==> config.mk <==
export PLATFORM = sky130hd
export DESIGN_NAME = ivd_decoder
export DESIGN_NICKNAME = d
export VERILOG_FILES = /design/src/rtl/ivd_pkg.sv /design/src/rtl/ivd_head_split.sv /design/src/rtl/ivd_class_decode.sv /design/src/rtl/ivd_field_extract.sv /design/src/rtl/ivd_next_pc.sv /design/src/rtl/ivd_decoder.sv
export SDC_FILE = /design/constraint.sdc
export NUM_CORES = 1
export LEC_CHECK = 0
export ABC_AREA = 1
export CAP_MARGIN = 40
export CORE_MARGIN = 1.5
export CORE_UTILIZATION = 33
export DETAILED_ROUTE_END_ITERATION = 6
export DONT_BUFFER_PORTS = 1
export GPL_ROUTABILITY_DRIVEN = 0
export SLEW_MARGIN = 10
export SYNTH_ARGS = -nofsm -noshare
export SYNTH_HDL_FRONTEND = slang
export SYNTH_HIERARCHICAL = 1
export SYNTH_SLANG_ARGS = --single-unit
==> constraint.sdc <==
create_clock -name clk -period 2 [get_ports clk]
set_input_delay 0.4 -clock clk [delete_from_list [all_inputs] [get_ports clk]]
set_output_delay 0.4 -clock clk [all_outputs]
set_load 0.1 [all_outputs]
==> src/rtl/ivd_pkg.sv <==
package ivd_pkg;

  localparam int NIB_W  = 4;
  localparam int BYTE_W = 8;
  localparam int LEN_W  = 3;
  localparam logic [NIB_W-1:0] NO_REG = 4'h8;

  // operation codes
  localparam logic [NIB_W-1:0] OPC_NOP    = 4'h0;
  localparam logic [NIB_W-1:0] OPC_STOP   = 4'h1;
  localparam logic [NIB_W-1:0] OPC_MOV_RR = 4'h2;
  localparam logic [NIB_W-1:0] OPC_MOV_IR = 4'h3;
  localparam logic [NIB_W-1:0] OPC_STORE  = 4'h4;
  localparam logic [NIB_W-1:0] OPC_LOAD   = 4'h5;
  localparam logic [NIB_W-1:0] OPC_ALU    = 4'h6;
  localparam logic [NIB_W-1:0] OPC_BRANCH = 4'h7;
  localparam logic [NIB_W-1:0] OPC_CALL   = 4'h8;
  localparam logic [NIB_W-1:0] OPC_RETURN = 4'h9;
  localparam logic [NIB_W-1:0] OPC_PUSH   = 4'hA;
  localparam logic [NIB_W-1:0] OPC_POP    = 4'hB;
  localparam logic [NIB_W-1:0] OPC_LAST   = OPC_POP;

  localparam logic [NIB_W-1:0] ALU_FN_MAX    = 4'h3;
  localparam logic [NIB_W-1:0] BRANCH_FN_MAX = 4'h6;

  // byte layout shapes of an instruction
  typedef enum logic [1:0] {
    SHP_LONE   = 2'd0,  // opcode byte only
    SHP_REGS   = 2'd1,  // opcode + register byte
    SHP_TARGET = 2'd2,  // opcode + 4-byte word
    SHP_FULL   = 2'd3   // opcode + register byte + 4-byte word
  } shape_e;

  function automatic shape_e shape_of(input logic [NIB_W-1:0] opc);
    shape_e s;
    case (opc)
      OPC_MOV_RR, OPC_ALU, OPC_PUSH, OPC_POP: s = SHP_REGS;
      OPC_MOV_IR, OPC_STORE, OPC_LOAD:        s = SHP_FULL;
      OPC_BRANCH, OPC_CALL:                   s = SHP_TARGET;
      default:                                s = SHP_LONE;
    endcase
    return s;
  endfunction

  function automatic logic [LEN_W-1:0] shape_len(input shape_e s);
    logic [LEN_W-1:0] n;
    case (s)
      SHP_REGS:   n = 3'd2;
      SHP_TARGET: n = 3'd5;
      SHP_FULL:   n = 3'd6;
      default:    n = 3'd1;
    endcase
    return n;
  endfunction

  function automatic logic shape_has_regs(input shape_e s);
    return (s == SHP_REGS) || (s == SHP_FULL);
  endfunction

  function automatic logic shape_has_word(input shape_e s);
    return (s == SHP_TARGET) || (s == SHP_FULL);
  endfunction

  function automatic logic fn_allowed(input logic [NIB_W-1:0] opc,
                                      input logic [NIB_W-1:0] fn);
    logic ok;
    if (opc > OPC_LAST)         ok = 1'b0;
    else if (opc == OPC_ALU)    ok = (fn <= ALU_FN_MAX);
    else if (opc == OPC_BRANCH) ok = (fn <= BRANCH_FN_MAX);
    else                        ok = (fn == '0);
    return ok;
  endfunction

  function automatic logic [31:0] advance_pc(input logic [31:0] pc,
                                             input logic [LEN_W-1:0] n);
    return pc + {{(32-LEN_W){1'b0}}, n};
  endfunction

endpackage

==> src/rtl/ivd_head_split.sv <==
module ivd_head_split
  import ivd_pkg::*;
(
  input  logic [BYTE_W-1:0] head_i,
  output logic [NIB_W-1:0]  opc_o,
  output logic [NIB_W-1:0]  fn_o
);
  assign opc_o = head_i[BYTE_W-1:NIB_W];
  assign fn_o  = head_i[NIB_W-1:0];
endmodule

==> src/rtl/ivd_class_decode.sv <==
module ivd_class_decode
  import ivd_pkg::*;
(
  input  logic [NIB_W-1:0] opc_i,
  input  logic [NIB_W-1:0] fn_i,
  output logic [LEN_W-1:0] len_o,
  output logic             has_regs_o,
  output logic             has_word_o,
  output logic             word_at1_o,
  output logic             illegal_o
);
  shape_e shp;

  always_comb begin
    shp        = shape_of(opc_i);
    len_o      = shape_len(shp);
    has_regs_o = shape_has_regs(shp);
    has_word_o = shape_has_word(shp);
    word_at1_o = (shp == SHP_TARGET);
    illegal_o  = !fn_allowed(opc_i, fn_i);
  end
endmodule

==> src/rtl/ivd_field_extract.sv <==
module ivd_field_extract
  import ivd_pkg::*;
#(
  parameter int WIN_BYTES = 6,
  parameter int WORD_W    = 32
) (
  input  logic [WIN_BYTES*BYTE_W-1:0] win_i,
  input  logic                        has_regs_i,
  input  logic                        has_word_i,
  input  logic                        word_at1_i,
  output logic [NIB_W-1:0]            ra_o,
  output logic [NIB_W-1:0]            rb_o,
  output logic [WORD_W-1:0]           word_o
);
  localparam int WORD_BYTES = WORD_W / BYTE_W;
  localparam int REG_BYTE   = 1;

  logic [BYTE_W-1:0] regbyte;
  logic [WORD_W-1:0] word_raw;

  assign regbyte = win_i[REG_BYTE*BYTE_W +: BYTE_W];

  // constant starts right after the opcode byte or after the register byte
  for (genvar i = 0; i < WORD_BYTES; i++) begin : g_word_byte
    assign word_raw[i*BYTE_W +: BYTE_W] = word_at1_i
        ? win_i[(i+1)*BYTE_W +: BYTE_W]
        : win_i[(i+2)*BYTE_W +: BYTE_W];
  end

  assign ra_o   = has_regs_i ? regbyte[BYTE_W-1:NIB_W] : NO_REG;
  assign rb_o   = has_regs_i ? regbyte[NIB_W-1:0]      : NO_REG;
  assign word_o = has_word_i ? word_raw : '0;
endmodule

==> src/rtl/ivd_next_pc.sv <==
module ivd_next_pc
  import ivd_pkg::*;
(
  input  logic [31:0]      pc_i,
  input  logic [LEN_W-1:0] len_i,
  output logic [31:0]      next_pc_o
);
  assign next_pc_o = advance_pc(pc_i, len_i);
endmodule

==> src/rtl/ivd_decoder.sv <==
module ivd_decoder
  import ivd_pkg::*;
#(
  parameter int  WIN_BYTES = 6,
  parameter int  WORD_W    = 32,
  parameter bit  REG_OUT   = 1'b1
) (
  input  logic                        clk,
  input  logic                        rst_n,
  input  logic [31:0]                 pc_i,
  input  logic [WIN_BYTES*BYTE_W-1:0] win_i,
  output logic [NIB_W-1:0]            icode_o,
  output logic [NIB_W-1:0]            ifun_o,
  output logic [LEN_W-1:0]            len_o,
  output logic [NIB_W-1:0]            ra_o,
  output logic [NIB_W-1:0]            rb_o,
  output logic                        has_regs_o,
  output logic                        has_const_o,
  output logic [WORD_W-1:0]           const_o,
  output logic                        illegal_o,
  output logic [31:0]                 next_pc_o
);
  // combinational decode results, named for the checker
  logic [NIB_W-1:0]  c_opc, c_fn, c_ra, c_rb;
  logic [LEN_W-1:0]  c_len;
  logic              c_has_regs, c_has_word, c_word_at1, c_illegal;
  logic [WORD_W-1:0] c_word;
  logic [31:0]       c_next_pc;

  ivd_head_split u_head (
    .head_i (win_i[BYTE_W-1:0]),
    .opc_o  (c_opc),
    .fn_o   (c_fn)
  );

  ivd_class_decode u_class (
    .opc_i      (c_opc),
    .fn_i       (c_fn),
    .len_o      (c_len),
    .has_regs_o (c_has_regs),
    .has_word_o (c_has_word),
    .word_at1_o (c_word_at1),
    .illegal_o  (c_illegal)
  );

  ivd_field_extract #(.WIN_BYTES(WIN_BYTES), .WORD_W(WORD_W)) u_fields (
    .win_i      (win_i),
    .has_regs_i (c_has_regs),
    .has_word_i (c_has_word),
    .word_at1_i (c_word_at1),
    .ra_o       (c_ra),
    .rb_o       (c_rb),
    .word_o     (c_word)
  );

  ivd_next_pc u_npc (
    .pc_i      (pc_i),
    .len_i     (c_len),
    .next_pc_o (c_next_pc)
  );

  if (REG_OUT) begin : g_reg
    always_ff @(posedge clk) begin
      if (!rst_n) begin
        icode_o     <= '0;
        ifun_o      <= '0;
        len_o       <= '0;
        ra_o        <= '0;
        rb_o        <= '0;
        has_regs_o  <= 1'b0;
        has_const_o <= 1'b0;
        const_o     <= '0;
        illegal_o   <= 1'b0;
        next_pc_o   <= '0;
      end else begin
        icode_o     <= c_opc;
        ifun_o      <= c_fn;
        len_o       <= c_len;
        ra_o        <= c_ra;
        rb_o        <= c_rb;
        has_regs_o  <= c_has_regs;
        has_const_o <= c_has_word;
        const_o     <= c_word;
        illegal_o   <= c_illegal;
        next_pc_o   <= c_next_pc;
      end
    end
  end else begin : g_comb
    assign icode_o     = c_opc;
    assign ifun_o      = c_fn;
    assign len_o       = c_len;
    assign ra_o        = c_ra;
    assign rb_o        = c_rb;
    assign has_regs_o  = c_has_regs;
    assign has_const_o = c_has_word;
    assign const_o     = c_word;
    assign illegal_o   = c_illegal;
    assign next_pc_o   = c_next_pc;
  end
endmodule

Word level (Yosys, flattened, before mapping) --
Memory sizes are Yosys's and may differ from the RTL's. Cells that the tools add are included.
Storage, ports and cells: bits in registers 86, input bits 82, bits in read-only memories 32, bits in latches 0, memories kept 1, output and inout bits 86, bits in writable memories 0
Memory list:
- (name not given) | depth 16, bits a word 2, rd ports 1, clocked after Yosys merged registers in 0, write ports 0, line ivd_pkg.sv:36 | case (opc)
Cells by class: multipliers 0, $lt $le $gt $ge 3, mux-type cells 10, bitwise logic cells 0, shift-type cells 0, eq/ne operators 5, div/mod/pow operators 0, add/subtract/negate cells 1, reductions and logical operators 6
Operator list (number):
- $add A32 B3 Y32 | 1
- $mux W8 | 4
- $pmux W3 S3 | 1
- $eq A4 B3 Y1 const B | 2
- $mux W4 | 2
- $eq A2 B2 Y1 const B | 2
- $gt A4 B4 Y1 const B | 1
- $le A4 B2 Y1 const B | 1
- $le A4 B3 Y1 const B | 1
- $logic_not A4 Y1 | 1
- $reduce_and A2 Y1 | 2
- $mux W1 | 3
- $eq A2 B1 Y1 const B | 1
- $logic_or A1 B1 Y1 | 2
- $logic_not A1 Y1 | 1

Logic depth before layout (Yosys ltp) --
depth after elaboration 5, depth in mapped cells 17, depth with buffers taken out 16

Hierarchy --
Netlist, hierarchy kept.
By module, submodules not included:
- ivd_decoder | area each 2479.9 um^2, cells an instance 268, seq. area each 1721.7 um^2, instances 1
- ivd_next_pc | area each 1012.2 um^2, cells an instance 202, seq. area each 0.0 um^2, instances 1
- ivd_field_extract | area each 750.7 um^2, cells an instance 185, seq. area each 0.0 um^2, instances 1
- ivd_class_decode | area each 127.6 um^2, cells an instance 28, seq. area each 0.0 um^2, instances 1
- ivd_head_split | area each 60.1 um^2, cells an instance 8, seq. area each 0.0 um^2, instances 1

Worst setup path after synthesis --
No wires, ideal clock.
kind input-to-reg, start point input port win_i[6], end point register next_pc_o[16], arrival 2.018 ns, cell stages on the path 15, data required time 1.891 ns, buffers on the path 1, slack -0.127 ns, path through buf_4 > inv_1 > nor2_2 > nand2_1 > o21ai_2 > inv_2 > ha_1 > fa_1 > nand3_1 > nand2_2 > nand2_2 > nor2_1 > xor2_1 > nand2_1 > inv_1
On the way: word-level cells in the longest chain between the ends 4, elaborated cells on any way between the ends 6, classes of those cells add/sub: 1; eq/ne: 3; mux: 1; memory: 1
RTL lines:
- start, declared | line ivd_decoder.sv:11 | input logic [WIN_BYTES*BYTE_W-1:0] win_i,
- $mem_v2 Z16 W2 (*)
- $eq A2 B2 Y1 / $eq A2 B1 Y1 (equally long branches) | line ivd_pkg.sv:47 | case (s)
- $pmux W3 S3 (*) | line ivd_pkg.sv:47
- net c_len[0] | line ivd_decoder.sv:25 | logic [LEN_W-1:0] c_len;
- $add A32 B3 Y32 (*) | line ivd_pkg.sv:76 | return pc + {{(32-LEN_W){1'b0}}, n};
- net c_next_pc[16] | line ivd_decoder.sv:28 | logic [31:0] c_next_pc;
- end signal, assigned | line ivd_decoder.sv:85 | next_pc_o <= c_next_pc;
- end, declared | line ivd_decoder.sv:21 | output logic [31:0] next_pc_o
The timed path passes the listed nets; every way through them passes the cells marked *. A chain may end at the register's enable or synchronous reset.

Worst setup path in the final report --
start point input port win_i[6], end point register next_pc_o[14]
The elaborated chain is that of the path after synthesis.

==> flow_metrics.env <==
export IMPL_fin_tns_setup_ns=0
export IMPL_maxSlewHeadroom_pct=80.9
export IMPL_synth_top_area_share_pct=38.9
export IMPL_netlist_area_um2=4430
export IMPL_cts_root_buf="clkbuf_16"
export IMPL_cts_buffers=9
export IMPL_area_growth_pct=23.2
export IMPL_vias=3949
export IMPL_min_delay_start="rst_n"
export IMPL_p_per_area_nw_per_um2=899
export IMPL_grt_pass1_wl_mm=18.1
export IMPL_htree_num_levels=3
export IMPL_dpl_cell_area_um2=5140
export IMPL_yosysTopAreaCell="dfxtp_1"
export IMPL_mostFrequentLayoutCells="nand2_1, inv_1, nor2_1"
export IMPL_avgSynthCellArea_um2=6.41
export IMPL_io_buffers=0
export IMPL_vdd_drop_max_uv=460
export IMPL_maxCapViolations=0
export IMPL_ant_nets=0
export IMPL_critPathArrivalTime_ns=1.84
export IMPL_setup_viol=0
export IMPL_yosysWarningCount=6
export IMPL_viasPerCell=4.18
export IMPL_grt_max_degree=87
export IMPL_fin_area_um2=5460
export IMPL_async_flop_share_pct=0
export IMPL_hpwl_mm=8.62
export IMPL_first_global_vias=3768
export IMPL_register_area_um2=1720
export IMPL_synth_ff_latch_count=86
export IMPL_final_common_cell="nand2_1"
export IMPL_p_int_mw=3.15
export IMPL_start_util_pct=33.6
export IMPL_switching_share_pct=35.8
export IMPL_drv_slew=0
export IMPL_ys_types=28
export IMPL_fillers=1460
export IMPL_dpl_worst_slack_ns=0.0388
export IMPL_hold_viol_final=0
export IMPL_io_pin_count=168
export IMPL_cts_tree="done"
export IMPL_p_sw_mw=1.76
export IMPL_antenna_cells=0
export IMPL_clkPwrFrac_pct=36.0
export IMPL_period_share_pct=80.2
export IMPL_postLayoutSetupSlackWorst_ns=0.396
export IMPL_post_drt_wl_per_cell_um=11.9
export IMPL_antenna_found_initial=0
export IMPL_cts_hold_buf=0
export IMPL_power_frac_seq_pct=37.5
export IMPL_worstPathRequired_ns=2.23
export IMPL_drt_iter0_drc=138
export IMPL_drive_above_1_share_pct=19.5
export IMPL_synthCells=691
export IMPL_fmax_mhz=623
export IMPL_overflow=0
export IMPL_post_cts_repair_setup_buffers=0
export IMPL_die_area_um2=14100
export IMPL_combPwrFrac_pct=26.5
export IMPL_cp_startpoint="win_i[6]"
export IMPL_clockBufferDepth=2
export IMPL_first_pass_iters=4
export IMPL_clk_pin_slew_ns=0.07
export IMPL_leakage_nw=3.25
export IMPL_cts_resized=0
export IMPL_place_inst=928
export IMPL_final_cells=944
export IMPL_synth_edf_count=0
export IMPL_synthFlopType="dfxtp_1"
export IMPL_synth_area_top_cells="dfxtp_1, nand2_1, inv_1"
export IMPL_min_period_ns=1.60
export IMPL_worst_pin_slew_ns=0.284
export IMPL_die_h_um=119
export IMPL_hold_class="in2reg"
export IMPL_multiInputGateArea_um2=1940
export IMPL_syn_nets=777
export IMPL_drt_wl_total_mm=11.2
export IMPL_die_x_um=119
export IMPL_drc=0
export IMPL_critPathKind="in2reg"
export IMPL_layout_nets=849
export IMPL_rsz0062_at_grt="false"
export IMPL_whs_ns=0.155
export IMPL_crit_path_end_kind="register"
export IMPL_status="completed"
export IMPL_coreArea_um2=13200
export IMPL_track_usage_pct=16.4
export IMPL_yosysSeqAreaShare_pct=38.9
export IMPL_cts_sinks=86
export IMPL_rows=42
export IMPL_cp_max_fo=7
export IMPL_worstSetupStartpointType="input port"
==> layout make-up <==
class,instances,share of cell area (%)
inverters,147,10.1
well taps,176,4.03
clock inverters,5,1.21
clock buffers,11,4.63
repair buffers,91,13.0
flip-flops and latches,86,31.5
multi-input cells,428,35.5
==> metrics by stage <==
step / power, mW / util, %
after floorplan: 3.02 / -
after global placement: 3.19 / 39.0
after detailed placement: 3.19 / 39.0
after CTS: 5.00 / 41.4
after global routing: 5.16 / 41.4
final: 4.91 / 41.4
==> critical path: stages <==
cell and delay, ns:
inv_1 0.03, nor2_2 0.09, nand2_1 0.07, o21ai_2 0.08, inv_2 0.07, ha_4 0.16, fa_2 0.35, nand3_2 0.10
nand2_4 0.09, nand2_4 0.10, nor2_4 0.05, xor2_1 0.14, nand2_1 0.07, inv_1 0.04
==> Yosys cell counts (all sizes together), types with 2 or more instances <==
library cell and number:
buf 29, dfxtp 86, ha 3, inv 147
nand2 268, nand3 6, nand3b 14, nor2 113
nor3 2, o21ai 4, xnor2 6, xor2 8
==> worst paths after layout <==
kind | slack (ns) | to | cells after the start
worst max-delay path | 0.40 | next_pc_o[14] | 14
worst min-delay path | 0.16 | next_pc_o[6] | 2
==> power by group through the flow <==
stage	Sequential (mW)	Combinational, mW	Clock [mW]
after floorplan	2.60	0.416	0
after global placement	1.88	1.31	0
after detailed placement	1.88	1.31	0
after CTS	1.84	1.31	1.84
after global routing	1.85	1.38	1.92
final	1.84	1.30	1.76
==> per-layer routing <==
layer,GRT usage [%],vias to the layer above,routed length [µm]
li1,-,2084,-
met1,17.9,1730,4410
met2,29.4,125,5530
met3,6.51,10,1110
met4,4.67,0,144
met5,0,-,0
==> state kept, by name (all words and copies together) (netlist names) <==
signal       cells
has_regs_o       1
has_const_o      1
const_o         32
illegal_o        1
next_pc_o       32
ra_o             4
ifun_o           4
len_o            3
icode_o          4
rb_o             4
==> logic make-up after synthesis <==
| kind of cell | count (synthesis) | synth area share, % |
|---|---|---|
| simple gates | 405 | 38.3 |
| buf+inv | 177 | 18.2 |
| flops | 86 | 38.9 |
| xor+xnor | 14 | 2.77 |
| compound gates | 5 | 0.649 |
| fa+ha+maj | 4 | 1.30 |
Power figures use the tool's default switching activity.
